==> config.mk <==
export PLATFORM = sky130hd
export DESIGN_NAME = servo_ref_gen
export DESIGN_NICKNAME = d
export VERILOG_FILES = /design/src/rtl/srg_pkg.sv /design/src/rtl/srg_cfg_reg.sv /design/src/rtl/srg_src_sel.sv /design/src/rtl/srg_core.sv /design/src/rtl/servo_ref_gen.sv
export SDC_FILE = /design/constraint.sdc
export NUM_CORES = 1
export LEC_CHECK = 0
export BUFFER_PORTS_ARGS = -buffer_cell sky130_fd_sc_hd__buf_2
export CORE_MARGIN = 8
export CORE_UTILIZATION = 48
export CTS_CLUSTER_DIAMETER = 60
export DETAILED_ROUTE_END_ITERATION = 12
export GPL_TIMING_DRIVEN = 0
export PLACE_DENSITY = 0.75
export SLEW_MARGIN = 10
export SYNTH_ARGS = -nofsm -noshare
export SYNTH_HDL_FRONTEND = slang
export SYNTH_HIERARCHICAL = 1
export SYNTH_SLANG_ARGS = --single-unit
export TNS_END_PERCENT = 5
==> constraint.sdc <==
create_clock -name clk -period 2.5 [get_ports clk]
set_clock_uncertainty 0.15 [all_clocks]
set_input_delay 0.5 -clock clk [delete_from_list [all_inputs] [get_ports clk]]
set_output_delay 0.5 -clock clk [all_outputs]
set_load 0.005 [all_outputs]
==> src/rtl/srg_pkg.sv <==
package srg_pkg;
    localparam int CFG_W = 8;
    localparam int BIT_FSEL  = 2;
    localparam int BIT_FRAME = 3;
    localparam int BIT_EXT   = 4;
    localparam int BIT_SWVD  = 5;
    localparam int BIT_AUTO  = 6;

    typedef enum logic [2:0] {
        ST_IDLE,
        ST_PB_FREE,
        ST_PB_EXT,
        ST_REC_VD,
        ST_REC_FREE
    } srg_state_e;

    typedef struct packed {
        logic auto_sel;
        logic sw_vd;
        logic ext_sync;
        logic frame_en;
        logic field_sel;
    } srg_cfg_t;
endpackage

==> src/rtl/srg_cfg_reg.sv <==
module srg_cfg_reg
    import srg_pkg::*;
(
    input  logic             clk,
    input  logic             rst_n,
    input  logic             cfg_we,
    input  logic [CFG_W-1:0] cfg_wdata,
    output srg_cfg_t         cfg
);
    logic [CFG_W-1:0] reg_q;

    always_ff @(posedge clk or negedge rst_n) begin
        if (!rst_n)      reg_q <= '0;
        else if (cfg_we) reg_q <= cfg_wdata;
    end

    assign cfg.auto_sel  = reg_q[BIT_AUTO];
    assign cfg.sw_vd     = reg_q[BIT_SWVD];
    assign cfg.ext_sync  = reg_q[BIT_EXT];
    assign cfg.frame_en  = reg_q[BIT_FRAME];
    assign cfg.field_sel = reg_q[BIT_FSEL];

    logic unused_bits;
    assign unused_bits = ^{reg_q[CFG_W-1], reg_q[1:0]};

    assert_cfg_reset_R1: assert property (@(posedge clk)
        !rst_n |=> (reg_q == '0) || $past(cfg_we));
endmodule

==> src/rtl/srg_src_sel.sv <==
module srg_src_sel
    import srg_pkg::*;
(
    input  srg_cfg_t   cfg,
    input  logic       rec_mode,
    input  logic       half_zero,
    input  logic       vnoise,
    output srg_state_e src
);
    logic want_vd;

    always_comb begin
        want_vd = cfg.auto_sel ? ~vnoise : cfg.sw_vd;
        if (half_zero)     src = ST_IDLE;
        else if (!rec_mode) src = cfg.ext_sync ? ST_PB_EXT : ST_PB_FREE;
        else               src = want_vd ? ST_REC_VD : ST_REC_FREE;
    end
endmodule

==> src/rtl/srg_core.sv <==
module srg_core
    import srg_pkg::*;
#(
    parameter int CNT_W = 12
) (
    input  logic             clk,
    input  logic             rst_n,
    input  srg_state_e       src,
    input  srg_cfg_t         cfg,
    input  logic [CNT_W-1:0] half_period,
    input  logic             vd_pulse,
    input  logic             vd_mask,
    input  logic             field,
    input  logic             ext_trig,
    output logic             ref_out
);
    localparam logic [CNT_W-1:0] ONE = CNT_W'(1);

    srg_state_e       state;
    logic [CNT_W-1:0] cnt;
    logic [CNT_W-1:0] tick_cnt;
    logic             tick_out;
    logic             pb2rec;
    logic             vd_ok;
    logic             src_pb, src_rec, state_pb;

    assign src_pb   = (src == ST_PB_FREE) || (src == ST_PB_EXT);
    assign src_rec  = (src == ST_REC_VD) || (src == ST_REC_FREE);
    assign state_pb = (state == ST_PB_FREE) || (state == ST_PB_EXT);
    assign pb2rec   = state_pb && src_rec;
    assign vd_ok    = vd_pulse && !vd_mask;

    // counter step shared by free-run and VD fill-in
    always_comb begin
        tick_out = ref_out;
        if (cnt == '0) begin
            tick_cnt = half_period;
        end else if (cnt == ONE) begin
            tick_cnt = half_period;
            tick_out = ~ref_out;
        end else begin
            tick_cnt = cnt - ONE;
        end
    end

    // state register
    always_ff @(posedge clk or negedge rst_n) begin
        if (!rst_n) state <= ST_IDLE;
        else        state <= src;
    end

    // output and counter
    always_ff @(posedge clk or negedge rst_n) begin
        if (!rst_n) begin
            ref_out <= 1'b0;
            cnt     <= '0;
        end else if (pb2rec) begin
            ref_out <= 1'b0;
            cnt     <= half_period;
        end else begin
            unique case (src)
                ST_IDLE: begin
                    ref_out <= 1'b0;
                    cnt     <= '0;
                end
                ST_PB_EXT: begin
                    if (ext_trig) ref_out <= ~ref_out;
                    cnt <= half_period;
                end
                ST_REC_VD: begin
                    if (vd_ok) begin
                        ref_out <= cfg.frame_en ? (field == cfg.field_sel) : ~ref_out;
                        cnt     <= half_period;
                    end else begin
                        ref_out <= tick_out;
                        cnt     <= tick_cnt;
                    end
                end
                ST_PB_FREE, ST_REC_FREE: begin
                    ref_out <= tick_out;
                    cnt     <= tick_cnt;
                end
                default: begin
                    ref_out <= 1'b0;
                    cnt     <= '0;
                end
            endcase
        end
    end

    assert_idle_low_R10: assert property (@(posedge clk) disable iff (!rst_n)
        (src == ST_IDLE) |=> (!ref_out && cnt == '0));
    assert_pb2rec_clear_R8: assert property (@(posedge clk) disable iff (!rst_n)
        pb2rec |=> !ref_out);
    assert_ext_hold_R3: assert property (@(posedge clk) disable iff (!rst_n)
        (src == ST_PB_EXT && !ext_trig) |=> $stable(ref_out));
    assert_mask_hold_R6: assert property (@(posedge clk) disable iff (!rst_n)
        (src == ST_REC_VD && !pb2rec && vd_pulse && vd_mask && cnt > ONE) |=> $stable(ref_out));
    assert_free_hold_R2: assert property (@(posedge clk) disable iff (!rst_n)
        ((src == ST_PB_FREE || src == ST_REC_FREE) && !pb2rec && cnt > ONE) |=> $stable(ref_out));
    assert_reload_R4: assert property (@(posedge clk) disable iff (!rst_n)
        (src == ST_REC_VD && !pb2rec && vd_ok) |=> (cnt == $past(half_period)));

    logic unused_pb;
    assign unused_pb = src_pb;
endmodule

==> src/rtl/servo_ref_gen.sv <==
module servo_ref_gen
    import srg_pkg::*;
#(
    parameter int CNT_W = 12
) (
    input  logic             clk,
    input  logic             rst_n,
    input  logic [CNT_W-1:0] half_period,
    input  logic             rec_mode,
    input  logic             cfg_we,
    input  logic [7:0]       cfg_wdata,
    input  logic             vd_pulse,
    input  logic             vd_mask,
    input  logic             vnoise,
    input  logic             field,
    input  logic             ext_trig,
    output logic             ref_out
);
    srg_cfg_t   cfg;
    srg_state_e src;

    srg_cfg_reg u_cfg (
        .clk       (clk),
        .rst_n     (rst_n),
        .cfg_we    (cfg_we),
        .cfg_wdata (cfg_wdata),
        .cfg       (cfg)
    );

    srg_src_sel u_sel (
        .cfg       (cfg),
        .rec_mode  (rec_mode),
        .half_zero (half_period == '0),
        .vnoise    (vnoise),
        .src       (src)
    );

    srg_core #(.CNT_W(CNT_W)) u_core (
        .clk         (clk),
        .rst_n       (rst_n),
        .src         (src),
        .cfg         (cfg),
        .half_period (half_period),
        .vd_pulse    (vd_pulse),
        .vd_mask     (vd_mask),
        .field       (field),
        .ext_trig    (ext_trig),
        .ref_out     (ref_out)
    );
endmodule

==> Word-level counts from Yosys, hierarchy flattened <==
Index checks and enable logic that the tools add are counted.
{ "classes": {"add_sub_neg": 1, "n_eq_ne": 9, "muxes": 17, "bitwise": 2, "reduce_logical": 8} }
{ "ops": {"columns": ["cell", "count"], "rows": [
  ["$mux W12", 4],
  ["$pmux W12 S3", 1],
  ["$logic_not A12 Y1", 2],
  ["$eq A12 B1 Y1 const B", 1],
  ["$sub A12 B1 Y12 const B", 1],
  ["$eq A3 B2 Y1 const B", 3],
  ["$mux W3", 3],
  ["$mux W1", 7],
  ["$eq A3 B1 Y1 const B", 2],
  ["$eq A3 B3 Y1 const B", 1],
  ["$ne A3 B2 Y1 const B", 1],
  ["$pmux W1 S3", 1],
  ["$logic_and A1 B1 Y1", 2],
  ["$logic_or A1 B1 Y1", 2],
  ["$mux W2", 1],
  ["$not A1 Y1", 2],
  ["$reduce_or A2 Y1", 1],
  ["$eq A1 B1 Y1", 1],
  ["$logic_not A1 Y1", 1]
]} }
{ "totals": {"ff_bits": 23, "in_bits": 29, "word_cells": 41} }

==> Longest topological paths before layout <==
{ "depth": {"ltp_word": 9, "depth_mapped": 9} }

==> Modules after synthesis <==
Netlist, hierarchy kept.
{ "by_module_without_submodules": {"columns": ["module", "n_inst", "cells_per_inst", "area_per_inst_um2", "seq_area_each_um2"], "rows": [
  ["srg_core", 1, 103, 1073.5, 400.4],
  ["srg_cfg_reg", 1, 10, 181.4, 125.1],
  ["srg_src_sel", 1, 7, 58.8, 0.0],
  ["servo_ref_gen", 1, 4, 25.0, 0.0]
]} }

==> Least setup slack after synthesis <==
OpenSTA, ideal clock, no wires.
{ "synth_path": {"path_kind": "in2reg", "start": "in vnoise", "end": "reg u_core.cnt[10]", "setup_ps": 121, "t_arrival_ps": 2409, "slack_ps": -180, "path_stages": 8, "path_buffers": 1, "path_cell_list": "nand2b_1 a311oi_1 xor2_1 o311ai_2 o21ai_0 a211o_2 buf_6 a32o_1"} }
{ "synth_between": {"elab_chain_len": 9} }
{ "synth_lines": {"columns": ["item", "line_no", "source"], "rows": [
  ["start: declaration", "servo_ref_gen.sv:14", "input logic vnoise,"],
  ["$not A1 Y1 (*)", "srg_src_sel.sv:13", "want_vd = cfg.auto_sel ? ~vnoise : cfg.sw_vd;"],
  ["$mux W1 (*)", "srg_src_sel.sv:13", null],
  ["$mux W3 (*)", "srg_src_sel.sv:16", "else src = want_vd ? ST_REC_VD : ST_REC_FREE;"],
  ["$mux W3 (*)", "srg_src_sel.sv:15", "else if (!rec_mode) src = cfg.ext_sync ? ST_PB_EXT : ST_PB_FREE;"],
  ["$mux W3 (*)", "srg_src_sel.sv:14", "if (half_zero) src = ST_IDLE;"],
  ["via src[0]", "servo_ref_gen.sv:20", "srg_state_e src;"],
  ["$eq A3 B3 Y1, or another cell as far along", "srg_core.sv:28, srg_core.sv:61", null],
  ["$reduce_or A2 Y1 / $logic_or A1 B1 Y1 (equally long branches)", "srg_core.sv:61, srg_core.sv:28", null],
  ["$pmux W12 S3 / $logic_and A1 B1 Y1 (equally long branches)", "srg_core.sv:61, srg_core.sv:30", null],
  ["$mux W12 (*)", "srg_core.sv:57", "end else if (pb2rec) begin"],
  ["end signal: assignment", "srg_core.sv:59", "cnt <= half_period;"],
  ["end signal: assignment", "srg_core.sv:68", "cnt <= half_period;"],
  ["end signal: assignment", "srg_core.sv:73", "cnt <= half_period;"],
  ["end: declaration", "srg_core.sv:20", "logic [CNT_W-1:0] cnt;"]
]} }
Mark *: on every way through the listed nets, which the timed path passes. The rest lies on a longest branch.
A chain may end at the register's enable or synchronous reset.

==> Worst setup path after layout <==
{ "layout_path": {"start": "in half_period[8]", "end": "reg u_core.cnt[10]"} }
{ "layout_between": {"elab_chain_len": 6} }
{ "layout_lines": {"columns": ["item", "line_no", "source"], "rows": [
  ["start: declaration", "servo_ref_gen.sv:8", "input logic [CNT_W-1:0] half_period,"],
  ["$logic_not A12 Y1 (*)", "servo_ref_gen.sv:33", ".half_zero (half_period == '0),"],
  ["$mux W3 (*)", "srg_src_sel.sv:14", null],
  ["via src[0]", "servo_ref_gen.sv:20", null],
  ["$eq A3 B3 Y1, or another cell as far along", "srg_core.sv:28, srg_core.sv:61", null],
  ["$reduce_or A2 Y1 / $logic_or A1 B1 Y1 (equally long branches)", "srg_core.sv:61, srg_core.sv:28", null],
  ["$pmux W12 S3 / $logic_and A1 B1 Y1 (equally long branches)", "srg_core.sv:61, srg_core.sv:30", null],
  ["$mux W12 (*)", "srg_core.sv:57", null]
]} }
Marked as above.

==> qor.csv <==
stage,metric,value,unit
outcome,status,"finished, violations left",
outcome,violations,negative setup slack,
clock_tree,clock_latency,0.29,ns
yosys,synth_largest_area_cell,dfrtp_1,
pwr,finalPower,1460,µW
yosys,ys_ff_latch,21,
placed_design,dp_hpwl,2.36,mm
run,max_cap_viol_count,0,
timing,finalCritPeriodShare,1.00,
layout,nets,194,
timing,tightest_slew,0.525,ns
clock_tree,clockRootBuffer,clkbuf_4,
setup_path,rr_startpoint,u_cfg/reg_q[6],
layout,design_area,1670,µm²
layout,antenna_cells,0,
placed_design,place_area,1530,µm²
die,initial_core_util,0.494,
timing,hold_viol_final,0,
setup_path,crit_path_start_kind,input port,
detailed_routing,avgViaCountPerCell,5.88,
grt,grt-ovfl-total,0,
setup_path,critPathKind,input port to flop,
timing,fmax,398,MHz
die,core_area,2710,µm²
clock_tree,htreeDepth,1,
yosys,syn-cell-area,1340,µm²
grt,grt_max_degree,22,
setup_path,crit_path_end_kind,flop,
worst_hold_path,min_path_cells,2,
worst_hold_path,hold_class,input port to flop,
timing,finalCriticalPeriod,2.51,ns
setup_path,cp-startpoint,half_period[8],
pwr,p_per_area,874,nW/µm²
timing,fin_hold_ws,0.280,ns
die,placementRows,19,
pwr,ir_drop,0.726,mV
detailed_routing,drt_wl_total,3.12,mm
layout,final_common_cell,buf_2,
yosys,synth_edf_count,0,
timing,finalSetupViolations,1,
setup_path,ff2ff_path_depth,8,
layout,area_delta_synth_final,24.7,%
grt,grt_pass1_wl,5.15,mm
setup_path,reg2reg_to,u_core/cnt[10],
yosys,yosysTopAreaCellShare,0.393,
timing,rsz0062_at_grt,true,
placed_design,dpl_worst_slack,-0.451,ns
grt,antenna_found_initial,0,
yosys,synthTopCellsByArea,"dfrtp_1, xnor2_1, o2bb2ai_1",
setup_path,reg2reg_slack,0.08,ns
setup_path,arrival,2.56,ns
clock_tree,cts_sinks,21,
placed_design,place.gp.congestion,0.845,
layout,final_cells,192,
detailed_routing,final_antenna_net_count,0,
clock_tree,cts_buffers,3,
layout,final_cell_mix,"buf_2, dfrtp_1, nor2_1, xnor2_1, o2bb2ai_1",
clock_tree,cts_buffer_depth,2,
detailed_routing,vias,1129,
timing,slew_viol_final,0,
yosys,yosysUniqueCellTypes,47,
clock_tree,cts_tree,yes,
worst_hold_path,min_to,u_cfg/reg_q[6],
clock_tree,clk_pin_slew,0.11,ns
layout,drive_above_1_share,0.404,
detailed_routing,drc_errors,0,
detailed_routing,routedWlPerCell,16.2,µm
worst_hold_path,hp-start,cfg_wdata[6],
grt,grt.total_usage,0.140,
placed_design,port-buffer-count,26,
yosys,synth_ff_type,dfrtp_1,
yosys,syn_avg_cell_area,10.8,µm²
yosys,synth_fp_nets,156,
die,die_w,68.8,µm
timing,slew_headroom,0.646,
yosys,ys_warn_count,6,
layout,fill_cells,239,
grt,grt_pass1_vias,1183,
pwr,leakagePower,0.000698,µW
setup_path,cp.required,2.54,ns
die,ios,30,
yosys,postSynthCellCount,124,
detailed_routing,dr.pass1.iters,4,
placed_design,dp_cells,181,
yosys,ys_seq_area_frac,0.393,
setup_path,cp_max_fo,10,
die,dieHeight,68.8,µm
detailed_routing,first_iter_violations,46,
timing,fin_ws,-0.0123,ns
yosys,synth-async-reset-ratio,1.00,
die,dieArea,4730,µm²
-- per-stage QoR --
stage	utilization	TNS (ns)
after floorplan	-	-0.0199
after global placement	0.565	-4.21
after detailed placement	0.565	-4.33
after CTS	0.597	-0.00879
after global routing	0.616	-0.0734
final	0.616	-0.0123
-- cell usage after synthesis, drive strengths merged (2+ instances only) --
library cell / instances
o2bb2ai: 9
nor2b: 2
ha: 3
nor4: 6
a311oi: 2
nand2b: 3
or4: 2
nand2: 5
xnor2: 10
mux2: 5
nor2: 12
xor2: 4
a32o: 2
dfrtp: 21
a21oi: 2
inv: 3
o21ai: 6
nor3: 3
-- worst max path at each step --
stage | cells past startpoint | slack [ns] | endpoint
finish | 10 | -0.01 | u_core/cnt[10]
global route | 10 | -0.06 | u_core/cnt[10]
CTS | 10 | -0.009 | u_core/cnt[10]
detailed placement | 10 | -0.45 | u_core/cnt[10]
global placement | 10 | -0.44 | u_core/cnt[10]
floorplan | 9 | -0.02 | u_core/cnt[10]
-- worst max-delay path, cell delays in order --
cell and delay, ns:
buf_2 0.13, nor4_4 0.27, and3_4 0.25, a311oi_4 0.07, nor2b_4 0.17, o311ai_4 0.36, o21ai_2 0.12, a211o_2 0.33
buf_6 0.15, a32o_1 0.21
-- layer usage --
layer,GRT usage,vias up,routed length [µm]
met5,0,-,0
met4,0.0476,0,20
li1,-,547,-
met3,0.0210,2,171
met2,0.252,36,1640
met1,0.166,544,1290
-- cell type report --
class	instances	area, µm²	area share
repair buffers	33	185	0.111
well taps	31	38.8	0.0232
multi-input cells	99	871	0.522
plain buffers	1	11.3	0.00675
inverters	3	11.3	0.00675
flip-flops and latches	21	526	0.315
clock buffers	4	26.3	0.0157
-- flip-flops by register name (all words and copies together), names as in the netlist --
name / count
u_core/ref_out: 1
u_core/cnt: 12
u_core/state: 3
u_cfg/reg_q: 5
-- where the power goes --
group,total (µW),leakage [µW],internal (µW),switching [µW]
Clock,159,0.0000150,62.1,96.5
Sequential,552,0.000260,441,112
Combinational,747,0.000423,341,406
Total,1460,0.000698,844,614
-- kinds of logic after synthesis --
logic type,Yosys count,share of synthesized area
simple gates,45,0.237
xor+xnor,14,0.0916
fa+ha+maj,3,0.0280
mux,5,0.0421
compound gates,32,0.192
flops,21,0.393
buf+inv,4,0.0168
-- timing repair --
item	in CTS	in global routing
setup endpoints to repair	10	10
hold buffers	1	0
resized for setup	5	6
pin swaps	2	5
endpoints found under the hold margin	19	0
buffers inserted	3	3
(Power assumes the default switching activity.)
